==> src/rtl/vsch_pkg.sv <==
package vsch_pkg;
  localparam logic MODE_INGRESS = 1'b0;
  localparam logic MODE_EGRESS  = 1'b1;
endpackage

==> src/rtl/vsch_fifo.sv <==
module vsch_fifo #(
  parameter int W     = 8,
  parameter int DEPTH = 4
) (
  input  logic         clk,
  input  logic         rst_n,
  input  logic         push,
  input  logic [W-1:0] din,
  input  logic         pop,
  output logic [W-1:0] dout,
  output logic         empty,
  output logic         full
);
  localparam int AW = (DEPTH > 1) ? $clog2(DEPTH) : 1;
  localparam int CW = $clog2(DEPTH + 1);

  logic [W-1:0]  mem [DEPTH];
  logic [AW-1:0] wp, rp;
  logic [CW-1:0] cnt;
  logic          do_push, do_pop;

  assign empty   = (cnt == '0);
  assign full    = (cnt == CW'(DEPTH));
  assign do_push = push && !full;
  assign do_pop  = pop && !empty;
  assign dout    = mem[rp];

  always_ff @(posedge clk) begin
    if (do_push) mem[wp] <= din;
  end

  always_ff @(posedge clk) begin
    if (!rst_n) begin
      wp  <= '0;
      rp  <= '0;
      cnt <= '0;
    end else begin
      if (do_push) wp <= (wp == AW'(DEPTH - 1)) ? '0 : wp + 1'b1;
      if (do_pop)  rp <= (rp == AW'(DEPTH - 1)) ? '0 : rp + 1'b1;
      cnt <= cnt + CW'(do_push) - CW'(do_pop);
    end
  end

  // queues are never written while full (nothing is silently lost)
  a_r7_no_overflow: assert property (@(posedge clk) disable iff (!rst_n)
    push |-> !full);
  // reads only happen from a non-empty queue
  a_r9_no_underflow: assert property (@(posedge clk) disable iff (!rst_n)
    pop |-> !empty);
endmodule

==> src/rtl/vsch_ingress.sv <==
module vsch_ingress #(
  parameter int N_OUT = 4
) (
  input  logic             clk,
  input  logic             rst_n,
  input  logic             in_valid,
  input  logic             in_mode,
  input  logic [N_OUT-1:0] in_dmap,
  input  logic [N_OUT-1:0] voq_full,
  input  logic             mq_full,
  output logic             in_ready,
  output logic [N_OUT-1:0] voq_push,
  output logic             mq_push
);
  logic [N_OUT-1:0] done_q, remain, lo_oh, rest;
  logic             step;

  assign remain = in_dmap & ~done_q;
  assign lo_oh  = remain & (~remain + 1'b1);
  assign rest   = remain & ~lo_oh;

  always_comb begin
    voq_push = '0;
    mq_push  = 1'b0;
    in_ready = 1'b0;
    step     = 1'b0;
    if (in_mode == vsch_pkg::MODE_EGRESS) begin
      in_ready = !mq_full;
      mq_push  = in_valid && !mq_full;
    end else if (remain == '0) begin
      in_ready = 1'b1;
    end else if ((lo_oh & voq_full) == '0) begin
      voq_push = in_valid ? lo_oh : '0;
      step     = in_valid;
      in_ready = (rest == '0);
    end
  end

  always_ff @(posedge clk) begin
    if (!rst_n)                    done_q <= '0;
    else if (in_valid && in_ready) done_q <= '0;
    else if (step)                 done_q <= done_q | lo_oh;
  end

  // the walk places at most one copy per cycle
  a_r5_one_copy: assert property (@(posedge clk) disable iff (!rst_n)
    $onehot0(voq_push));
  // a copy already placed is never placed again for the same descriptor
  a_r5_no_repeat: assert property (@(posedge clk) disable iff (!rst_n)
    (voq_push & done_q) == '0);
endmodule

==> src/rtl/vsch_xbar_sched.sv <==
module vsch_xbar_sched #(
  parameter int N_OUT    = 4,
  parameter int DW       = 8,
  parameter int OQ_DEPTH = 2
) (
  input  logic                clk,
  input  logic                rst_n,
  input  logic [N_OUT-1:0]    voq_empty,
  input  logic [N_OUT*DW-1:0] voq_heads,
  input  logic                mq_empty,
  input  logic [N_OUT-1:0]    mq_map,
  input  logic [DW-1:0]       mq_desc,
  input  logic [N_OUT-1:0]    oq_pop,
  output logic [N_OUT-1:0]    voq_pop,
  output logic                mq_pop,
  output logic [N_OUT-1:0]    oq_push,
  output logic [DW-1:0]       oq_din,
  output logic [N_OUT-1:0]    crd_req,
  output logic [N_OUT-1:0]    crd_avail
);
  localparam int NQ  = N_OUT + 1;
  localparam int QW  = $clog2(NQ);
  localparam int CRW = $clog2(OQ_DEPTH + 1);

  logic [CRW-1:0] credit [N_OUT];
  logic [NQ-1:0]  elig;
  logic [QW-1:0]  ptr_q, win;
  logic           win_vld;
  logic [DW-1:0]  uc_sel;

  for (genvar d = 0; d < N_OUT; d++) begin : g_crd
    assign crd_avail[d] = (credit[d] != '0);
    assign crd_req[d]   = !voq_empty[d] || (!mq_empty && mq_map[d]);
    assign elig[d]      = !voq_empty[d] && crd_avail[d];

    always_ff @(posedge clk) begin
      if (!rst_n) credit[d] <= CRW'(OQ_DEPTH);
      else        credit[d] <= credit[d] - CRW'(oq_push[d]) + CRW'(oq_pop[d]);
    end

    // the credit count never exceeds the output queue depth
    a_r3_credit_bound: assert property (@(posedge clk) disable iff (!rst_n)
      credit[d] <= CRW'(OQ_DEPTH));
    // nothing crosses to an output that holds no credit
    a_r3_cross_needs_credit: assert property (@(posedge clk) disable iff (!rst_n)
      oq_push[d] |-> credit[d] != '0);
  end

  assign elig[N_OUT] = !mq_empty && ((mq_map & ~crd_avail) == '0);

  always_comb begin
    win_vld = 1'b0;
    win     = '0;
    for (int k = 1; k <= NQ; k++) begin
      if (!win_vld && elig[(int'(ptr_q) + k) % NQ]) begin
        win_vld = 1'b1;
        win     = QW'((int'(ptr_q) + k) % NQ);
      end
    end
  end

  always_comb begin
    uc_sel = '0;
    for (int q = 0; q < N_OUT; q++) begin
      voq_pop[q] = win_vld && (win == QW'(q));
      if (win == QW'(q)) uc_sel = voq_heads[q*DW +: DW];
    end
    mq_pop  = win_vld && (win == QW'(N_OUT));
    oq_push = mq_pop ? mq_map : voq_pop;
    oq_din  = mq_pop ? mq_desc : uc_sel;
  end

  always_ff @(posedge clk) begin
    if (!rst_n)       ptr_q <= QW'(NQ - 1);
    else if (win_vld) ptr_q <= win;
  end

  // at most one queue crosses the crossbar in a cycle
  a_r4_one_crossing: assert property (@(posedge clk) disable iff (!rst_n)
    $onehot0({mq_pop, voq_pop}));
  // whenever any queue is eligible, one of them crosses
  a_r4_work_conserving: assert property (@(posedge clk) disable iff (!rst_n)
    (elig != '0) |-> ({mq_pop, voq_pop} != '0));
endmodule

==> src/rtl/voq_credit_sched.sv <==
module voq_credit_sched #(
  parameter int N_OUT     = 4,
  parameter int DW        = 8,
  parameter int VOQ_DEPTH = 4,
  parameter int OQ_DEPTH  = 2
) (
  input  logic                clk,
  input  logic                rst_n,
  input  logic                in_valid,
  output logic                in_ready,
  input  logic                in_mode,
  input  logic [N_OUT-1:0]    in_dmap,
  input  logic [DW-1:0]       in_desc,
  output logic [N_OUT-1:0]    out_valid,
  input  logic [N_OUT-1:0]    out_ready,
  output logic [N_OUT*DW-1:0] out_desc,
  output logic [N_OUT-1:0]    crd_req,
  output logic [N_OUT-1:0]    crd_avail
);
  localparam int MW = N_OUT + DW;

  logic [N_OUT-1:0]    voq_push, voq_pop, voq_full, voq_empty;
  logic [N_OUT*DW-1:0] voq_heads;
  logic                mq_push, mq_pop, mq_full, mq_empty;
  logic [MW-1:0]       mq_head;
  logic [N_OUT-1:0]    oq_push, oq_pop, oq_empty, oq_full;
  logic [DW-1:0]       oq_din;

  vsch_ingress #(.N_OUT(N_OUT)) u_ingress (
    .clk      (clk),
    .rst_n    (rst_n),
    .in_valid (in_valid),
    .in_mode  (in_mode),
    .in_dmap  (in_dmap),
    .voq_full (voq_full),
    .mq_full  (mq_full),
    .in_ready (in_ready),
    .voq_push (voq_push),
    .mq_push  (mq_push)
  );

  for (genvar d = 0; d < N_OUT; d++) begin : g_voq
    vsch_fifo #(.W(DW), .DEPTH(VOQ_DEPTH)) u_voq (
      .clk   (clk),
      .rst_n (rst_n),
      .push  (voq_push[d]),
      .din   (in_desc),
      .pop   (voq_pop[d]),
      .dout  (voq_heads[d*DW +: DW]),
      .empty (voq_empty[d]),
      .full  (voq_full[d])
    );
  end

  vsch_fifo #(.W(MW), .DEPTH(VOQ_DEPTH)) u_mq (
    .clk   (clk),
    .rst_n (rst_n),
    .push  (mq_push),
    .din   ({in_dmap, in_desc}),
    .pop   (mq_pop),
    .dout  (mq_head),
    .empty (mq_empty),
    .full  (mq_full)
  );

  vsch_xbar_sched #(.N_OUT(N_OUT), .DW(DW), .OQ_DEPTH(OQ_DEPTH)) u_sched (
    .clk       (clk),
    .rst_n     (rst_n),
    .voq_empty (voq_empty),
    .voq_heads (voq_heads),
    .mq_empty  (mq_empty),
    .mq_map    (mq_head[MW-1:DW]),
    .mq_desc   (mq_head[DW-1:0]),
    .oq_pop    (oq_pop),
    .voq_pop   (voq_pop),
    .mq_pop    (mq_pop),
    .oq_push   (oq_push),
    .oq_din    (oq_din),
    .crd_req   (crd_req),
    .crd_avail (crd_avail)
  );

  for (genvar d = 0; d < N_OUT; d++) begin : g_oq
    vsch_fifo #(.W(DW), .DEPTH(OQ_DEPTH)) u_oq (
      .clk   (clk),
      .rst_n (rst_n),
      .push  (oq_push[d]),
      .din   (oq_din),
      .pop   (oq_pop[d]),
      .dout  (out_desc[d*DW +: DW]),
      .empty (oq_empty[d]),
      .full  (oq_full[d])
    );
    assign out_valid[d] = !oq_empty[d];
    assign oq_pop[d]    = out_valid[d] && out_ready[d];

    // a stalled output keeps its descriptor
    a_r9_out_hold: assert property (@(posedge clk) disable iff (!rst_n)
      out_valid[d] && !out_ready[d] |=> out_valid[d] && $stable(out_desc[d*DW +: DW]));
    // an output holding no credit has a full queue until something leaves
    a_r3_no_credit_means_full: assert property (@(posedge clk) disable iff (!rst_n)
      !crd_avail[d] |-> oq_full[d]);
  end
endmodule

==> config.mk <==
export PLATFORM = sky130hd
export DESIGN_NAME = voq_credit_sched
export DESIGN_NICKNAME = d
export VERILOG_FILES = /design/src/rtl/vsch_pkg.sv /design/src/rtl/vsch_fifo.sv /design/src/rtl/vsch_ingress.sv /design/src/rtl/vsch_xbar_sched.sv /design/src/rtl/voq_credit_sched.sv
export SDC_FILE = /design/constraint.sdc
export NUM_CORES = 1
export LEC_CHECK = 0
export BUFFER_PORTS_ARGS = -buffer_cell sky130_fd_sc_hd__buf_2
export CORE_MARGIN = 1.5
export CORE_UTILIZATION = 60
export CTS_BUF_LIST = sky130_fd_sc_hd__clkbuf_4 sky130_fd_sc_hd__clkbuf_8
export DETAILED_ROUTE_END_ITERATION = 10
export PLACE_DENSITY = 0.78
export SYNTH_ARGS = -nofsm -noshare
export SYNTH_HDL_FRONTEND = slang
export SYNTH_SLANG_ARGS = --single-unit
==> constraint.sdc <==
create_clock -name clk -period 6 [get_ports clk]
set_input_delay 0.6 -clock clk [delete_from_list [all_inputs] [get_ports clk]]
set_output_delay 0.6 -clock clk [all_outputs]
set_load 0.02 [all_outputs]
==> results of run 1 <==
==> cells by family (layout without fill, tap and decap cells) <==
family | after synthesis | count (layout) | synth area share (%)
compound gates | 156 | 156 | 7.99
mux | 127 | 127 | 12.2
fa+ha+maj | 80 | 80 | 6.80
flops | 320 | 320 | 57.7
simple gates | 297 | 297 | 9.93
xor+xnor | 40 | 40 | 2.39
buf+inv | 110 | 244 | 3.00
==> flip-flops by register name (all words and copies together), names as in the netlist, 8 cells and up, named ones only <==
name / count
g_oq.u_oq.cnt: 8
g_oq.u_oq.mem: 64
g_voq.u_voq.cnt: 12
g_voq.u_voq.mem: 128
g_voq.u_voq.rp: 8
g_voq.u_voq.wp: 8
u_mq.mem: 48
u_sched.credit: 8
==> critical path: cells and delay by family, from the launching register on <==
kind | cells | cell delay (ps)
and+or+nand+nor | 9 | 1440
adders and majority gates | 6 | 1420
AOI/OAI and AO/OA | 4 | 1130
xor gates and xnor gates | 4 | 690
buffers and inverters | 4 | 400
DFF | 1 | 380
==> cells in the mapped netlist, drive strengths merged, types with 24 or more instances <==
library cell and count:
mux4 44, buf 24, nor2 87, ha 75, nand2 65, a21oi 29, inv 67, dfxtp 80
and2 45, mux2 36, mux2i 47, o21ai 25, edfxtp 240
==> layout make-up <==
cell class / count / area, um^2 / share of cell area [%]
inverter: 67 / 251 / 1.47
timing repair buffer: 89 / 512 / 2.99
clock inverter: 20 / 168 / 0.981
clock buffer: 68 / 817 / 4.78
tap: 330 / 413 / 2.42
sequential: 320 / 8810 / 51.5
multi-input combinational: 700 / 6120 / 35.8
==> worst max path at each step <==
stage,from,to,slack (ps)
finish,u_sched.ptr_q[0]$_SDFFE_PN0P_,g_voq[0].u_voq.cnt[2]$_SDFF_PN0_,390
global route,u_sched.ptr_q[0]$_SDFFE_PN0P_,g_voq[0].u_voq.cnt[2]$_SDFF_PN0_,-10
CTS,u_sched.ptr_q[2]$_SDFFE_PN1P_,g_voq[0].u_voq.cnt[2]$_SDFF_PN0_,170
detailed placement,u_sched.ptr_q[2]$_SDFFE_PN1P_,g_voq[0].u_voq.cnt[2]$_SDFF_PN0_,200
global placement,u_sched.ptr_q[2]$_SDFFE_PN1P_,g_voq[0].u_voq.cnt[2]$_SDFF_PN0_,330
floorplan,u_sched.ptr_q[0]$_SDFFE_PN0P_,g_voq[0].u_voq.cnt[2]$_SDFF_PN0_,480
==> stage by stage <==
step / std cells / worst slack [ps] / instance area [um^2] / hold slack, ps / TNS [ps]
finish: 1594 / 387 / 17100 / 268 / 0
CTS: 1594 / 170 / 17000 / 248 / 0
floorplan: 1130 / 480 / 15300 / 441 / 0
global placement: 1506 / 331 / 16000 / 454 / 0
detailed placement: 1506 / 197 / 16000 / 475 / 0
global route: 1594 / -14.2 / 17100 / 256 / -14.2
==> metal layers <==
layer / GRT usage (%) / vias up
met5: 0 / -
met4: 7.88 / 0
met3: 4.30 / 54
met2: 40.4 / 281
met1: 34.7 / 4637
li1: - / 4421
==> impl_metrics.tcl, run 1 <==
set metrics [dict create \
    grt_max_degree 47 \
    drc 0 \
    worstSetupEndpointType "flop" \
    first_pass_iters 5 \
    setup_viol 0 \
    final_cell_mix "edfxtp_1 (240), nor2_1 (85), dfxtp_1 (79)" \
    dieArea_um2 26400 \
    maxSlewHeadroom_pct 35.4 \
    cts_tree "done" \
    via_count 9393 \
    place_hpwl_mm 22.6 \
    slowest_stage "a311o_4" \
    top_layer "met4" \
    grt_pass1_wl_mm 50.1 \
    worst_ep_required_time_ps 6430 \
    crit_top_cell "ha_1" \
    synth_area_leader_cell "edfxtp_1" \
    period_share_pct 93.5 \
    hold_depth 1 \
    diodes 0 \
    ff2ff_setup_slack_ps 390 \
    worstPathArrival_ps 6040 \
    drive_above_1_share_pct 22.6 \
    crit_type "reg -> reg" \
    met3_length_mm 1.80 \
    cts_root_buffer "clkbuf_8" \
    r2r-end "g_voq[0].u_voq.cnt[2]$_SDFF_PN0_" \
    clock_latency_ps 590 \
    fin_nets 1326 \
    synthCells 1130 \
    grt_pass1_vias 9196 \
    ys_types 93 \
    min_period_ps 5610 \
    die_h_um 163 \
    mappedNetlistArea_um2 15300 \
    fmax_mhz 178 \
    routed_wirelength_mm 31.9 \
    grt_overflow 0 \
    drt-wirelength-per-cell_um 20.0 \
    core_um2 25100 \
    reg2reg_depth 27 \
    clk_path_buf_depth 3 \
    fin_skew_ps 33.5 \
    synth_ff_type "edfxtp_1" \
    io_buffers 64 \
    min_path_type "in -> reg" \
    drt_iter0_drc 598 \
    synth-edff-count 240 \
    cts_buffers 48 \
    gp_congestion 0.974 \
    avgSynthCellArea_um2 13.5 \
    layout_commonest_cell "edfxtp_1" \
    areaGrowthSynthToFinish_pct 11.9 \
    routed-wl-met2_mm 15.1 \
    die_x_um 163 \
    synth_top_area_share_pct 47.2 \
    rows 58 \
    slowest_delay_ps 480 \
    cts_htree_levels 2 \
    ys_warn_count 0 \
    ctsResizeCount 0 \
    critPathLaunchType "flop" \
    antenna_found_initial 0 \
    fin_util_pct 68.1 \
    finalMaxSlewViolations 0 \
    cts_sinks 320 \
    hold_buffers 0 \
    synthTopCellsByArea "edfxtp_1 (47%), dfxtp_1 (10%), mux4_2 (6.5%), ha_1 (6.1%), mux2i_1 (3.1%)" \
    drt-vias-per-instance 5.89 \
    status "complete, no violations" \
    cts_setup_buffers 0 \
    hold_viol 0 \
    reg2reg_from "u_sched.ptr_q[0]$_SDFFE_PN0P_" \
    start_util_pct 60.8 \
    ant_nets 0 \
    crit_path_max_fanout 17 \
    clk_transition_reported_paths_ps 60 \
    grt.total_usage_pct 25.0 \
    synth_nets 1230 \
    worstMarginPinSlew_ps 967 \
    drv_cap 0 \
    num-fill-cells 1806 \
    ys_seq_area_share_pct 57.7 \
    synth-seq-cells 320 \
    m1WireLength_mm 14.3 \
    ios 65 \
    min_to "u_mq.mem[3][11]$_DFFE_PP_" \
    holdCritStartpoint "in_dmap[3]" \
    async_reset_ff_share_pct 0 \
]
Power of run 1 is left out: the tool's default activity adds up to more than one toggle a clock period on the data nets, which glitch-free logic cannot reach.
==> inputs of run 2 (changes only) <==
--- a/config.mk
+++ b/config.mk
@@ -6,6 +6,7 @@
 export NUM_CORES = 1
 export LEC_CHECK = 0
 export BUFFER_PORTS_ARGS = -buffer_cell sky130_fd_sc_hd__buf_2
+export CORE_ASPECT_RATIO = 1.25
 export CORE_MARGIN = 1.5
 export CORE_UTILIZATION = 60
 export CTS_BUF_LIST = sky130_fd_sc_hd__clkbuf_4 sky130_fd_sc_hd__clkbuf_8
==> run 2 against run 1 <==
Via count decreased by 0.54%; sequential share of layout area increased by 0.075 points; clock skew decreased by 15 ps; global-route usage decreased by 0.67 points; fmax decreased by 0.89%; setup slack got worse by 50 ps; critical path depth decreased by 2; critical path type unchanged; largest cell class unchanged; highest routed layer unchanged.
==> impl_metrics.tcl, run 2 (synthesis gave the netlist of run 1 again) <==
set metrics [dict create \
    period_share_pct 94.4 \
    worstSetupEndpointType "flop" \
    worstMarginPinSlew_ps 1070 \
    die_h_um 181 \
    grt_pass1_vias 9429 \
    drc 0 \
    cts_tree "done" \
    grt.total_usage_pct 24.3 \
    io_buffers 64 \
    top_register "g_voq.u_voq.mem" \
    cp-startpoint "u_sched.ptr_q[0]$_SDFFE_PN0P_" \
    crit_path_max_fanout 11 \
    status "complete, no violations" \
    critPathBufInv 7 \
    gp_congestion 0.940 \
    cts_root_buffer "clkbuf_8" \
    via_count 9342 \
    slowest_delay_ps 460 \
    dieArea_um2 26400 \
    rsz0062_at_grt "no" \
    routed_wirelength_mm 31.4 \
    layout_commonest_cell "edfxtp_1" \
    final_cell_mix "edfxtp_1 (240), nor2_1 (86), dfxtp_1 (79)" \
    areaGrowthSynthToFinish_pct 11.8 \
    cts_sinks 320 \
    min_path_type "in -> reg" \
    ff2ff_setup_slack_ps 340 \
    reg2reg_depth 25 \
    ios 65 \
    ctsResizeCount 0 \
    pre_cts_ws_ps 226 \
    crit_family "compound AO/OA/AOI/OAI gates" \
    drt-wirelength-per-cell_um 19.6 \
    die_x_um 146 \
    drt-vias-per-instance 5.83 \
    num-fill-cells 1743 \
    grt_pass1_wl_mm 49.6 \
    largest_reg_flops 128 \
    start_util_pct 60.8 \
    hold_buffers 0 \
    r2r-end "u_sched.credit[2][1]$_SDFF_PN1_" \
    first_pass_iters 5 \
    clk_transition_reported_paths_ps 80 \
    clk_path_buf_depth 3 \
    drv_cap 0 \
    clock_latency_ps 560 \
    crit_type "reg -> reg" \
    maxSlewHeadroom_pct 28.8 \
    worstPathArrival_ps 6090 \
    min_period_ps 5660 \
    setup_ws_ps 337 \
    slowest_stage "dfxtp_1" \
    hold_viol 0 \
    drt_iter0_drc 448 \
    fin_skew_ps 18.1 \
    drive_above_1_share_pct 23.0 \
    holdCritStartpoint "in_dmap[3]" \
    place_hpwl_mm 22.4 \
    rows 65 \
    setup_tns_ps 0 \
    fmax_mhz 177 \
    whs_ps 288 \
    diodes 0 \
    cts_buffers 46 \
    antenna_found_initial 0 \
    crit_top_cell "ha_1" \
    setup_viol 0 \
    ant_nets 0 \
    min_to "u_mq.mem[1][11]$_DFFE_PP_" \
    worst_ep_required_time_ps 6430 \
    cts_htree_levels 2 \
    core_um2 25100 \
    hold_depth 1 \
    fin_util_pct 67.9 \
    grt_overflow 0 \
    critPathLaunchType "flop" \
    cts_setup_buffers 0 \
    fin_nets 1329 \
    reg_top3 "g_voq.u_voq.mem: 128 flops, g_oq.u_oq.mem: 64 flops, u_mq.mem: 48 flops" \
    grt_max_degree 38 \
    finalMaxSlewViolations 0 \
    reg2reg_from "u_sched.ptr_q[0]$_SDFFE_PN0P_" \
]
[run 2: cell types whose count changed in the layout (fill, tap and decap cells not counted), moves of 2 or more]
cell | before | now
buf_4 | 24 | 30
clkbuf_4 | 19 | 15
clkbuf_8 | 49 | 56
clkinv_1 | 13 | 6
clkinv_2 | 2 | 6
clkinv_8 | 2 | 0
nand4_2 | 0 | 2
nand4_4 | 2 | 0
[run 2: cell type report]
cell class	count	area [um^2]	share of cell area, %
Multi-Input combinational cell	700	6060	35.5
Clock buffer	71	883	5.17
Clock inverter	15	101	0.594
Tap cell	335	419	2.46
Sequential cell	320	8810	51.6
Timing Repair Buffer	94	546	3.20
Inverter	67	251	1.47
[run 2: worst reg2reg max path: cells and delay by family, from the launching register on]
| family | cells | cell delay, ps |
|---|---|---|
| compound gates | 7 | 1700 |
| fa+ha+maj | 5 | 1270 |
| buf+inv | 7 | 980 |
| simple gates | 4 | 830 |
| flops | 1 | 460 |
| xor+xnor | 2 | 310 |
[run 2: how the worst max path moves through the flow]
stage	cells after the start	endpoint
after CTS	22	g_voq[0].u_voq.cnt[2]$_SDFF_PN0_
after global placement	25	u_sched.credit[2][1]$_SDFF_PN1_
after detailed placement	22	g_voq[0].u_voq.cnt[2]$_SDFF_PN0_
final	25	u_sched.credit[2][1]$_SDFF_PN1_
after global routing	25	u_sched.credit[2][1]$_SDFF_PN1_
after floorplan	27	g_voq[0].u_voq.cnt[2]$_SDFF_PN0_
[run 2: metal layers]
metal  GRT usage [%]  vias to the layer above  wire length, um
li1                -                     4426                -
met1            28.0                     4572            12100
met2            43.6                      249            16300
met3            3.59                       95             1350
met4            13.1                        0             1670
met5               0                        -                0
[run 2: per-stage QoR]
stage | std cells | cell area, um^2
global route | 1602 | 17100
detailed placement | 1516 | 16100
floorplan | 1130 | 15300
global placement | 1516 | 16100
finish | 1602 | 17100
CTS | 1602 | 17000
Power of run 2 is left out for the same reason.
==> inputs of run 3 (changes only) <==
--- a/config.mk
+++ b/config.mk
@@ -12,6 +12,8 @@
 export CTS_BUF_LIST = sky130_fd_sc_hd__clkbuf_4 sky130_fd_sc_hd__clkbuf_8
 export DETAILED_ROUTE_END_ITERATION = 10
 export PLACE_DENSITY = 0.78
+export SETUP_SLACK_MARGIN = 0.4
+export SKIP_CTS_REPAIR_TIMING = 1
 export SYNTH_ARGS = -nofsm -noshare
 export SYNTH_HDL_FRONTEND = slang
 export SYNTH_SLANG_ARGS = --single-unit
==> run 3 against run 2 <==
Final cell count grew 0.62%; count of clock-buffer cells in the layout is the same; fmax grew 6.2%; first-iteration DRC count grew 9.2%; via count grew 0.60%; global-route usage is the same.
==> impl_metrics.tcl, run 3 (synthesis gave the netlist of run 1 again) <==
set metrics [dict create \
    status "complete, no violations" \
    cts_tree "done" \
    core_um2 25100 \
    path_cells "buf_6 > ha_4 > xor2_4 > buf_6 > inv_2 > ha_1 > or3b_1 > o22ai_1 > nor2_1 > o211a_1 > o41a_1 > a21oi_4 > mux2_2 > o32ai_4 > buf_4 > mux2i_1 > o221ai_1" \
    setup_tns_ps 0 \
    design_area_um2 17300 \
    diodes 0 \
    fin_nets 1339 \
    drc 0 \
    grt_overflow 0 \
    die_x_um 146 \
    cts_sinks 320 \
    rows 65 \
    setup_viol 0 \
    via_count 9398 \
    ant_nets 0 \
    worst_ep_required_time_ps 6200 \
    min_period_ps 5330 \
    rsz0062_at_grt "no" \
    place_hpwl_mm 22.4 \
    cts_htree_levels 2 \
    finalMaxSlewViolations 0 \
    grt_max_degree 38 \
    dpl-instance-area_um2 16100 \
    start_util_pct 60.8 \
    clk_path_buf_depth 3 \
    hold_viol 0 \
    drt-vias-per-instance 5.83 \
    min_path_type "in -> reg" \
    grt.total_usage_pct 24.3 \
    crit_top_cell "buf_6" \
    crit_type "reg -> reg" \
    ff2ff_setup_slack_ps 670 \
    top_register "g_voq.u_voq.mem" \
    grt_pass1_wl_mm 49.6 \
    drt-wirelength-per-cell_um 19.8 \
    worstMarginPinSlew_ps 1060 \
    antenna_found_initial 0 \
    routed_wirelength_mm 31.9 \
    die_h_um 181 \
    cts_root_buffer "clkbuf_8" \
    largest_reg_flops 128 \
    slowest_stage "o221ai_1" \
    cts_buffers 46 \
    worstPathArrival_ps 5530 \
    drv_cap 0 \
    io_buffers 64 \
    grt_pass1_vias 9429 \
    critPathBufInv 4 \
    fin_util_pct 69.0 \
    drive_above_1_share_pct 26.2 \
    fmax_mhz 187 \
    crit_family "compound AO/OA/AOI/OAI gates" \
    maxSlewHeadroom_pct 29.2 \
    reg_top3 "g_voq.u_voq.mem: 128 flops, g_oq.u_oq.mem: 64 flops, u_mq.mem: 48 flops" \
    ios 65 \
    clk_transition_reported_paths_ps 80 \
    final_cell_mix "edfxtp_1 (240), nor2_1 (82), dfxtp_1 (77)" \
    clock_latency_ps 560 \
    drt_iter0_drc 489 \
    slowest_delay_ps 850 \
    crit_path_max_fanout 16 \
    worstSetupEndpointType "flop" \
    areaGrowthSynthToFinish_pct 13.5 \
    gp_congestion 0.940 \
    period_share_pct 88.9 \
    dieArea_um2 26400 \
    first_pass_iters 5 \
    critPathLaunchType "flop" \
    layout_commonest_cell "edfxtp_1" \
    fin_skew_ps 18.1 \
]
run 3: final timing paths:
kind,startpoint,to,cells past startpoint
worst min-delay path,in_dmap[3],u_mq.mem[1][11]$_DFFE_PP_,1
worst max register to register,u_sched.ptr_q[1]$_SDFFE_PN0P_,g_oq[2].u_oq.mem[1][1]$_DFFE_PP_,17
worst max-delay path,u_sched.ptr_q[1]$_SDFFE_PN0P_,g_oq[2].u_oq.mem[1][1]$_DFFE_PP_,17
worst min register to register,u_ingress.done_q[3]$_SDFFE_PP0P_,u_ingress.done_q[3]$_SDFFE_PP0P_,2
run 3: area by class of cell:
| class | count | area [um^2] |
|---|---|---|
| clock inverter | 15 | 101 |
| multi-input combinational | 700 | 6230 |
| tap | 335 | 419 |
| inverter | 67 | 258 |
| timing repair buffer | 104 | 632 |
| fill | 1710 | 7800 |
| clock buffer | 71 | 883 |
| sequential | 320 | 8810 |
run 3: through the flow:
stage	setup slack [ps]	instances	hold slack [ps]
floorplan	480	1130	441
global placement	368	1516	456
detailed placement	226	1516	467
CTS	204	1602	255
global route	338	1612	261
finish	666	1612	288
run 3: worst register-to-register path: cells and delay by family (launching register included):
family / cells / cell delay, ps
muxes: 2 / 580
AOI/OAI and AO/OA: 6 / 2130
adders and majority gates: 2 / 390
buffers and inverters: 4 / 800
DFF: 1 / 360
and+or+nand+nor: 2 / 520
xor gates and xnor gates: 1 / 190
run 3: routing by layer:
layer,vias up,GRT usage (%),part of all wire (%)
met5,-,0,0
met4,0,13.1,5.3
met3,98,3.59,4.2
met2,259,43.6,52
met1,4604,28.0,38
li1,4437,-,-
Power of run 3 is left out for the same reason.
